`src/rtl/pwm_slice.sv`:
```
module pwm_slice #(
  parameter int CW = 16,
  parameter int IW = 8,
  parameter int FW = 4,
  parameter int AW = 3
)(
  input  logic            clk,
  input  logic            rst_n,
  input  logic            wr_en,
  input  logic [AW-1:0]   addr,
  input  logic [2*CW-1:0] wdata,
  output logic [2*CW-1:0] rdata,
  output logic            out_a,
  output logic            out_b,
  output logic            wrap_pulse
);
  localparam int DW   = IW + FW;
  localparam int AccW = DW + 1;
  localparam int RW   = 2 * CW;

  typedef struct packed {
    logic          w;
    logic          up;
    logic [CW-1:0] c;
  } st_t;

  logic            en_q, pc_q, inv_a_q, inv_b_q, up_q, adv_p, ret_p, wrap_q;
  logic [1:0]      mode_q;
  logic [DW-1:0]   div_q;
  logic [CW-1:0]   ctr_q, cmp_a_q, cmp_b_q, top_q;
  logic [AccW-1:0] acc_q, acc_sum, div_eff;
  logic            tick, step_go;
  logic            wr_ctl, wr_div, wr_ctr, wr_cmp, wr_top;
  st_t             s1, s2, nxt;

  assign wr_ctl = wr_en && addr == AW'(0);
  assign wr_div = wr_en && addr == AW'(1);
  assign wr_ctr = wr_en && addr == AW'(2);
  assign wr_cmp = wr_en && addr == AW'(3);
  assign wr_top = wr_en && addr == AW'(4);

  assign div_eff = {~|div_q[DW-1:FW], div_q};
  assign acc_sum = acc_q + AccW'(2 ** FW);
  assign tick    = en_q && (acc_sum >= div_eff);
  assign step_go = tick && !ret_p && !wr_ctr;

  function automatic st_t step(input logic [CW-1:0] c, input logic up,
                               input logic pc, input logic [CW-1:0] top);
    st_t s;
    s.w  = 1'b0;
    s.up = up;
    s.c  = c;
    if (!pc) begin
      if (c == top) begin
        s.c = '0;
        s.w = 1'b1;
      end else s.c = c + 1'b1;
    end else if (up) begin
      if (c >= top) begin
        s.up = 1'b0;
        s.c  = (c == '0) ? c : c - 1'b1;
      end else s.c = c + 1'b1;
    end else if (c == '0) begin
      s.up = 1'b1;
      s.c  = c + 1'b1;
    end else begin
      s.c = c - 1'b1;
      s.w = (c == CW'(1));
    end
    return s;
  endfunction

  always_comb begin
    s1 = step(ctr_q, up_q, pc_q, top_q);
    s2 = step(s1.c, s1.up, pc_q, top_q);
    if (adv_p) begin
      nxt.w  = s1.w | s2.w;
      nxt.up = s2.up;
      nxt.c  = s2.c;
    end else nxt = s1;
  end

  always_ff @(posedge clk or negedge rst_n) begin
    if (!rst_n) begin
      en_q    <= 1'b0;
      pc_q    <= 1'b0;
      inv_a_q <= 1'b0;
      inv_b_q <= 1'b0;
      mode_q  <= '0;
      div_q   <= DW'(2 ** FW);
      ctr_q   <= '0;
      cmp_a_q <= '0;
      cmp_b_q <= '0;
      top_q   <= '1;
      up_q    <= 1'b1;
      adv_p   <= 1'b0;
      ret_p   <= 1'b0;
      acc_q   <= '0;
      wrap_q  <= 1'b0;
    end else begin
      acc_q  <= !en_q ? '0 : (tick ? acc_sum - div_eff : acc_sum);
      wrap_q <= step_go && nxt.w;

      if (wr_ctr)       ctr_q <= wdata[CW-1:0];
      else if (step_go) ctr_q <= nxt.c;

      if (!pc_q)        up_q <= 1'b1;
      else if (step_go) up_q <= nxt.up;

      if (wr_ctl) begin
        en_q    <= wdata[0];
        pc_q    <= wdata[1];
        inv_a_q <= wdata[2];
        inv_b_q <= wdata[3];
        mode_q  <= wdata[5:4];
        adv_p   <= wdata[0] & wdata[7] & ~wdata[6];
        ret_p   <= wdata[0] & wdata[6] & ~wdata[7];
      end else if (tick || !en_q) begin
        adv_p <= 1'b0;
        ret_p <= 1'b0;
      end

      if (wr_div) div_q <= wdata[DW-1:0];
      if (wr_cmp) begin
        cmp_a_q <= wdata[CW-1:0];
        cmp_b_q <= wdata[RW-1:CW];
      end
      if (wr_top) top_q <= wdata[CW-1:0];
    end
  end

  always_comb begin
    case (addr)
      AW'(0):  rdata = RW'({mode_q, inv_b_q, inv_a_q, pc_q, en_q});
      AW'(1):  rdata = RW'(div_q);
      AW'(2):  rdata = RW'(ctr_q);
      AW'(3):  rdata = {cmp_b_q, cmp_a_q};
      AW'(4):  rdata = RW'(top_q);
      default: rdata = '0;
    endcase
  end

  assign out_a      = (ctr_q < cmp_a_q) ^ inv_a_q;
  assign out_b      = (ctr_q < cmp_b_q) ^ inv_b_q;
  assign wrap_pulse = wrap_q;
endmodule

```
`config.mk`:
```
export PLATFORM = sky130hd
export DESIGN_NAME = pwm_slice
export DESIGN_NICKNAME = d
export VERILOG_FILES = /design/src/rtl/pwm_slice.sv
export SDC_FILE = /design/constraint.sdc
export NUM_CORES = 1
export LEC_CHECK = 0
export CORE_MARGIN = 5
export CORE_UTILIZATION = 50
export CTS_CLUSTER_SIZE = 28
export DETAILED_ROUTE_END_ITERATION = 10
export DONT_BUFFER_PORTS = 1
export PLACE_DENSITY = 0.78
export SYNTH_ARGS = -nofsm -noshare
export SYNTH_HDL_FRONTEND = slang
export SYNTH_SLANG_ARGS = --single-unit
```
`constraint.sdc`:
```
create_clock -name clk -period 5.1 [get_ports clk]
set_clock_uncertainty 0.1 [all_clocks]
set_input_delay 0.51 -clock clk [delete_from_list [all_inputs] [get_ports clk]]
set_output_delay 0.51 -clock clk [all_outputs]
set_load 0.03 [all_outputs]
```
== Yosys cells after proc, flatten, opt, wreduce, memory -nomap -nowiden ==
Index checks and enable logic that the tools add are counted.
W data, S select, Z words.

* $add $sub $neg: 6
* Order comparisons: 5
* Equality and inequality tests: 9
* Mux-type cells: 37
* Bitwise operators: 9
* Reductions and logical operators: 20

{| class="wikitable"
|+ Operator list
! operator !! number
|-
| $mux W16 || 12
|-
| $pmux W32 S5 || 1
|-
| $mux W17 || 2
|-
| $add A16 B1 Y16 const B || 2
|-
| $eq A16 B1 Y1 const B || 2
|-
| $eq A16 B16 Y1 || 2
|-
| $ge A16 B16 Y1 || 2
|-
| $logic_not A16 Y1 || 2
|-
| $lt A16 B16 Y1 || 2
|-
| $sub A16 B1 Y16 const B || 2
|-
| $mux W13 || 2
|-
| $mux W1 || 19
|-
| $mux W18 || 1
|-
| $add A13 B5 Y13 const B || 1
|-
| $ge A13 B13 Y1 || 1
|-
| $sub A13 B13 Y13 || 1
|-
| $logic_and A1 B1 Y1 || 9
|-
| $reduce_or A8 Y1 || 1
|-
| $eq A3 B2 Y1 const B || 2
|-
| $and A1 B1 Y1 || 4
|-
| $logic_not A1 Y1 || 4
|-
| $reduce_bool A2 Y1 || 2
|-
| $eq A3 B1 Y1 const B || 1
|-
| $eq A3 B3 Y1 const B || 1
|-
| 6 further kinds || 8
|}

* Register bits: 99
* Input bits: 38
* Output and inout bits: 35

== Longest topological paths before layout ==
* Depth after elaboration: 13
* Gate-level depth with buffers: 24

== Worst setup path before layout ==
No wires, ideal clock.

* Path kind: register to register
* From: reg ctr_q[0]
* To: reg ctr_q[13]
* Library setup time: 118 ps
* Arrival time: 5061 ps
* Data required time: 4882 ps
* Setup slack: -179 ps
* Cell stages (with the launch flop): 20
* Cells stage by stage: dfrtp_1 -> inv_1 -> ha_1 -> nand2b_1 -> a2111o_1 -> and3_1 -> buf_2 -> o41ai_4 -> a221oi_1 -> a21oi_1 -> ha_1 -> nand4_1 -> nor4_1 -> nand2_1 -> or4_1 -> buf_2 -> a21oi_1 -> nor2_1 -> a221o_1 -> a21o_1

* Word-level cells in the longest chain between the ends: 13
* Elaborated cells on any way between the ends: 28

{| class="wikitable"
|+ Ends and longest elaborated chain
! item !! RTL line !! text
|-
| start, declared || 30 || <nowiki>logic [CW-1:0] ctr_q, cmp_a_q, cmp_b_q, top_q;</nowiki>
|-
| start signal, assigned || 104 || <nowiki>if (wr_ctr) ctr_q <= wdata[CW-1:0];</nowiki>
|-
| start signal, assigned || 105 || <nowiki>else if (step_go) ctr_q <= nxt.c;</nowiki>
|-
| $sub A16 B1 Y16 / $logic_not A16 Y1 (equally long branches) || 61, 67, 63 ||
|-
| $mux W16 || 61 || <nowiki>s.c = (c == '0) ? c : c - 1'b1;</nowiki>
|-
| $mux W16 || 59 || <nowiki>if (c >= top) begin</nowiki>
|-
| $mux W17 || 58 || <nowiki>end else if (up) begin</nowiki>
|-
| $mux W16 || 53 || <nowiki>if (!pc) begin</nowiki>
|-
| $sub A16 B1 Y16 / $logic_not A16 Y1 (equally long branches) || 61, 67, 63 ||
|-
| $mux W16 || 61 ||
|-
| $mux W16 || 59 ||
|-
| $mux W17 || 58 ||
|-
| $mux W16 || 53 ||
|-
| $mux W18 * || 76 || <nowiki>if (adv_p) begin</nowiki>
|-
| $mux W16 * || 105 ||
|-
| $mux W16 * || 104 ||
|}

Mark *: on every way between the ends. The rest lies on a longest branch, timed or not. The select of a mux whose other input is x is not followed.
A chain may end at the register's enable or synchronous reset.

== Worst setup path after layout ==
* From: reg top_q[13]
* To: reg ctr_q[2]

* Word-level cells in the longest chain between the ends: 12
* Elaborated cells on any way between the ends: 22

{| class="wikitable"
|+ Ends and longest elaborated chain
! item !! RTL line !! text
|-
| start, declared || 30 ||
|-
| start signal, assigned || 128 || <nowiki>if (wr_top) top_q <= wdata[CW-1:0];</nowiki>
|-
| $ge A16 B16 Y1 || 59 ||
|-
| $mux W16 || 59 ||
|-
| $mux W17 || 58 ||
|-
| $mux W16 || 53 ||
|-
| $sub A16 B1 Y16 / $logic_not A16 Y1 (equally long branches) || 61, 67, 63 ||
|-
| $mux W16 || 61 ||
|-
| $mux W16 || 59 ||
|-
| $mux W17 || 58 ||
|-
| $mux W16 || 53 ||
|-
| $mux W18 * || 76 ||
|-
| $mux W16 * || 105 ||
|-
| $mux W16 * || 104 ||
|}

Marked as above.

==> impl_metrics.csv <==
group,metric,value,unit
sta,timing.final.crit_share,105,%
synth,synth-seq-cells,99,
synth,synth_edf_count,0,
die,core,18100,sq um
grt,grt_pass1_wl,51200,microns
placement,dp_slack,-0.247,ns
sta,final-hold-violation-count,17,
route,vias,9828,
synth,synthArstFlopShare,100,%
layout,finalNetCount,1350,
die,placementRows,49,
setup_path,start_kind,"register",
grt,overflow,0,
sta,slew_viol_final,0,
sta,whs,-0.0292,ns
pwr,peakVddDrop,0.327,mV
placement,globalplace.congestion,1.04,
setup_path,crit_type,"register to register",
setup_path,endpoint_kind,"register",
route,drt-pass1-iter-count,6,
synth,synth-main-ff-cell,"dfrtp_1",
outcome,status,"complete, but fails checks",
die,die_w,146,microns
clock_network,clkLatencyLatePin,0.37,ns
route,drc,0,
setup_path,required,5.25,ns
clock_network,root_buffer,"clkbuf_16",
route,viasPerCell,6.73,
layout,num_antenna_cells,0,
route,drtIter0Drc,1278,
synth,ys_seq_area_share,27.0,%
clock_network,htree_levels,3,
grt,grt_max_degree,100,
sta,relSlewSlack,28.4,%
route,post_drt_wl_per_cell,23.3,microns
clock_network,path_clk_slew,0.08,ns
pwr,p_leak,5.02,nW
route,routed_wl,34000,microns
sta,rsz0062_at_grt,"true",
sta,setup_ws,-0.235,ns
die,die_h,146,microns
synth,ys_warn_count,0,
pwr,power_density,626,nW/um^2
placement,port_buffers,0,
flow_run,cap_violations,0,
grt,grt_pass1_vias,9326,
hold_path,min_path_type,"primary input to asynchronous set/reset pin",
layout,num-fill-cells,1427,
sta,finalSetupViolCount,17,
outcome,violations,"hold timing, setup timing",
clock_network,cts_tree,"yes",
synth,syn_inst,1120,
synth,syn_nets,1243,
synth,syn-cell-area,9240,sq um
synth,yosys.cell_types.count,87,
sta,fin_crit,5.33,ns
sta,fmax,187,MHz
grt,grt_use_total,30.2,%
sta,finalSetupTns,-2.70,ns
die,die_area,21300,sq um
setup_path,path_max_fanout,5,
setup_path,cp.arrival,5.48,ns
setup_path,critPathSlowestCell,"dfstp_2",
sta,worstMarginPinSlew,1.07,ns
synth,avgSynthCellArea,8.25,sq um
die,start_util,51.1,%
clock_network,cts_sinks,99,
layout,layout-drive-gt1-share,26.7,%
clock_network,clockBufferDepth,2,
clock_network,cts_buffers,9,
grt,antenna_found_initial,0,
setup_path,slowest_delay,0.55,ns
placement,dpl.hpwl,24600,microns
layout,syn_to_final_growth,22.7,%
layout,final_util,62.7,%
die,io_pins,73,
route,postRouteAntennaNets,0,
## state kept, by name, summed over array words and instances, names as in the netlist
signal      count
ret_p           1
ctr_q          16
acc_q          13
inv_a_q         1
cmp_a_q        16
up_q            1
en_q            1
wrap_pulse      1
top_q          16
cmp_b_q        16
mode_q          2
pc_q            1
adv_p           1
div_q          12
inv_b_q         1
## what timing repair did
action / 4_1_cts / 5_1_grt
hold endpoints to repair: 99 / 0
hold buffers: 1 / 0
setup buffers: 2 / 21
resized for setup: 9 / 83
pin swaps: 5 / 40
endpoints found under the setup margin: 17 / 17
## critical path, delay by kind of cell, from the launching register on
kind / cells / cell delay, ns
AOI/OAI and AO/OA: 10 / 1.78
buffers and inverters: 8 / 1.07
adders and majority gates: 2 / 0.55
DFF: 1 / 0.55
and+or+nand+nor: 6 / 1.15
## synthesized netlist by cell type (7+ instances only)
cell type    n  area share, %
a211oi_1     9           0.73
a21o_1      24            1.9
a21oi_1     40            2.2
a221oi_1     7           0.66
a22oi_1     23            1.9
a31oi_1     16            1.1
and2_1       7           0.47
and3_1      17            1.2
buf_2        7           0.38
clkbuf_1    46            1.9
dfrtp_1     81             22
dfstp_2     18            5.1
ha_1        84             11
inv_1       92            3.7
mux2_2      36            4.4
mux2i_1     20            2.2
nand2_1    115            4.7
nand2b_1     8           0.54
nand3_1     35            1.9
nand4_1     20            1.4
nor2_1      43            1.7
nor2b_1     19            1.3
nor3_1      40            2.2
nor4_1      12           0.81
o211ai_1    10           0.81
o21ai_0     65            3.5
o21ai_1      9           0.49
o22ai_1     16            1.1
o31ai_1     11           0.89
or3_1       17            1.2
or4_1        7           0.57
xnor2_1     27            2.6
xor2_1      11            1.0
## power by group
part	switching (W)	total [W]	internal, W
combinational	0.00294	0.00511	0.00217
clock	0.000363	0.000758	0.000395
sequential	0.000227	0.00124	0.00101
total	0.00353	0.00710	0.00357
## cell families (layout without fill, tap and decap cells)
logic type,after synthesis,after routing,share of synthesized area (%)
fa+ha+maj,85,85,11.6
buf+inv,157,269,6.71
xor+xnor,38,38,3.60
simple gates,374,374,21.0
compound gates,311,311,23.5
flops,99,99,27.0
mux,56,56,6.55
## path summary, 6_finish.rpt
check                          start         to  slack, ns  depth (start not counted)
min in group clk            wdata[5]  mode_q[1]       0.15                          2
setup reg to reg           top_q[13]   ctr_q[2]      -0.23                         26
setup / recovery           top_q[13]   ctr_q[2]      -0.23                         26
hold / removal                 rst_n   ctr_q[8]      -0.03                          1
max in group asynchronous      rst_n  top_q[14]       4.50                          1
hold reg to reg            mode_q[1]  mode_q[1]       0.40                          2
## metrics by stage
step | instances | power, W | area (sq um)
floorplan | 1120 | 0.00401 | 9260
global placement | 1422 | 0.00555 | 10300
detailed placement | 1422 | 0.00563 | 10300
CTS | 1441 | 0.00647 | 10700
global route | 1461 | 0.00753 | 11300
finish | 1461 | 0.00710 | 11300
## area by class of cell
cell class                      instances  area (sq um)  share of cell area (%)
Multi-Input combinational cell        864          6640                    58.5
Sequential cell                        99          2500                    22.1
Timing Repair Buffer                  157          1240                    10.9
Inverter                               96           360                    3.18
Tap cell                              229           287                    2.53
Clock buffer                           10           229                    2.02
Clock inverter                          6          86.3                   0.762
## cells in the final DEF (no fill, tap or decap), types with 9 or more instances in the layout
cell and instances:
xor2_1 11, nand4_1 20, a22oi_1 22, a21o_1 24, a21oi_1 36, a31oi_1 15, mux2i_1 20, inv_1 81
nor3_1 37, dfrtp_1 80, or3_1 17, o22ai_1 16, inv_2 15, nor2_1 38, o211ai_1 10, mux2_2 36
and3_1 16, ha_4 14, buf_4 146, buf_6 10, o21ai_1 9, o31ai_1 9, nand3_1 29, ha_1 70
o21ai_0 63, nor2b_1 19, clkbuf_16 9, dfstp_2 18, xnor2_1 27, nand2_1 112, nor4_1 10
## per-layer routing
metal  vias up  part of all wire, %  global-route usage (%)
met3       173                   10                    6.63
met2       605                   45                    48.4
met5         -                    0                       0
met1      4699                   39                    38.0
met4         0                  6.3                    16.2
li1       4351                    -                       -
Power figures use the tool's default switching activity.
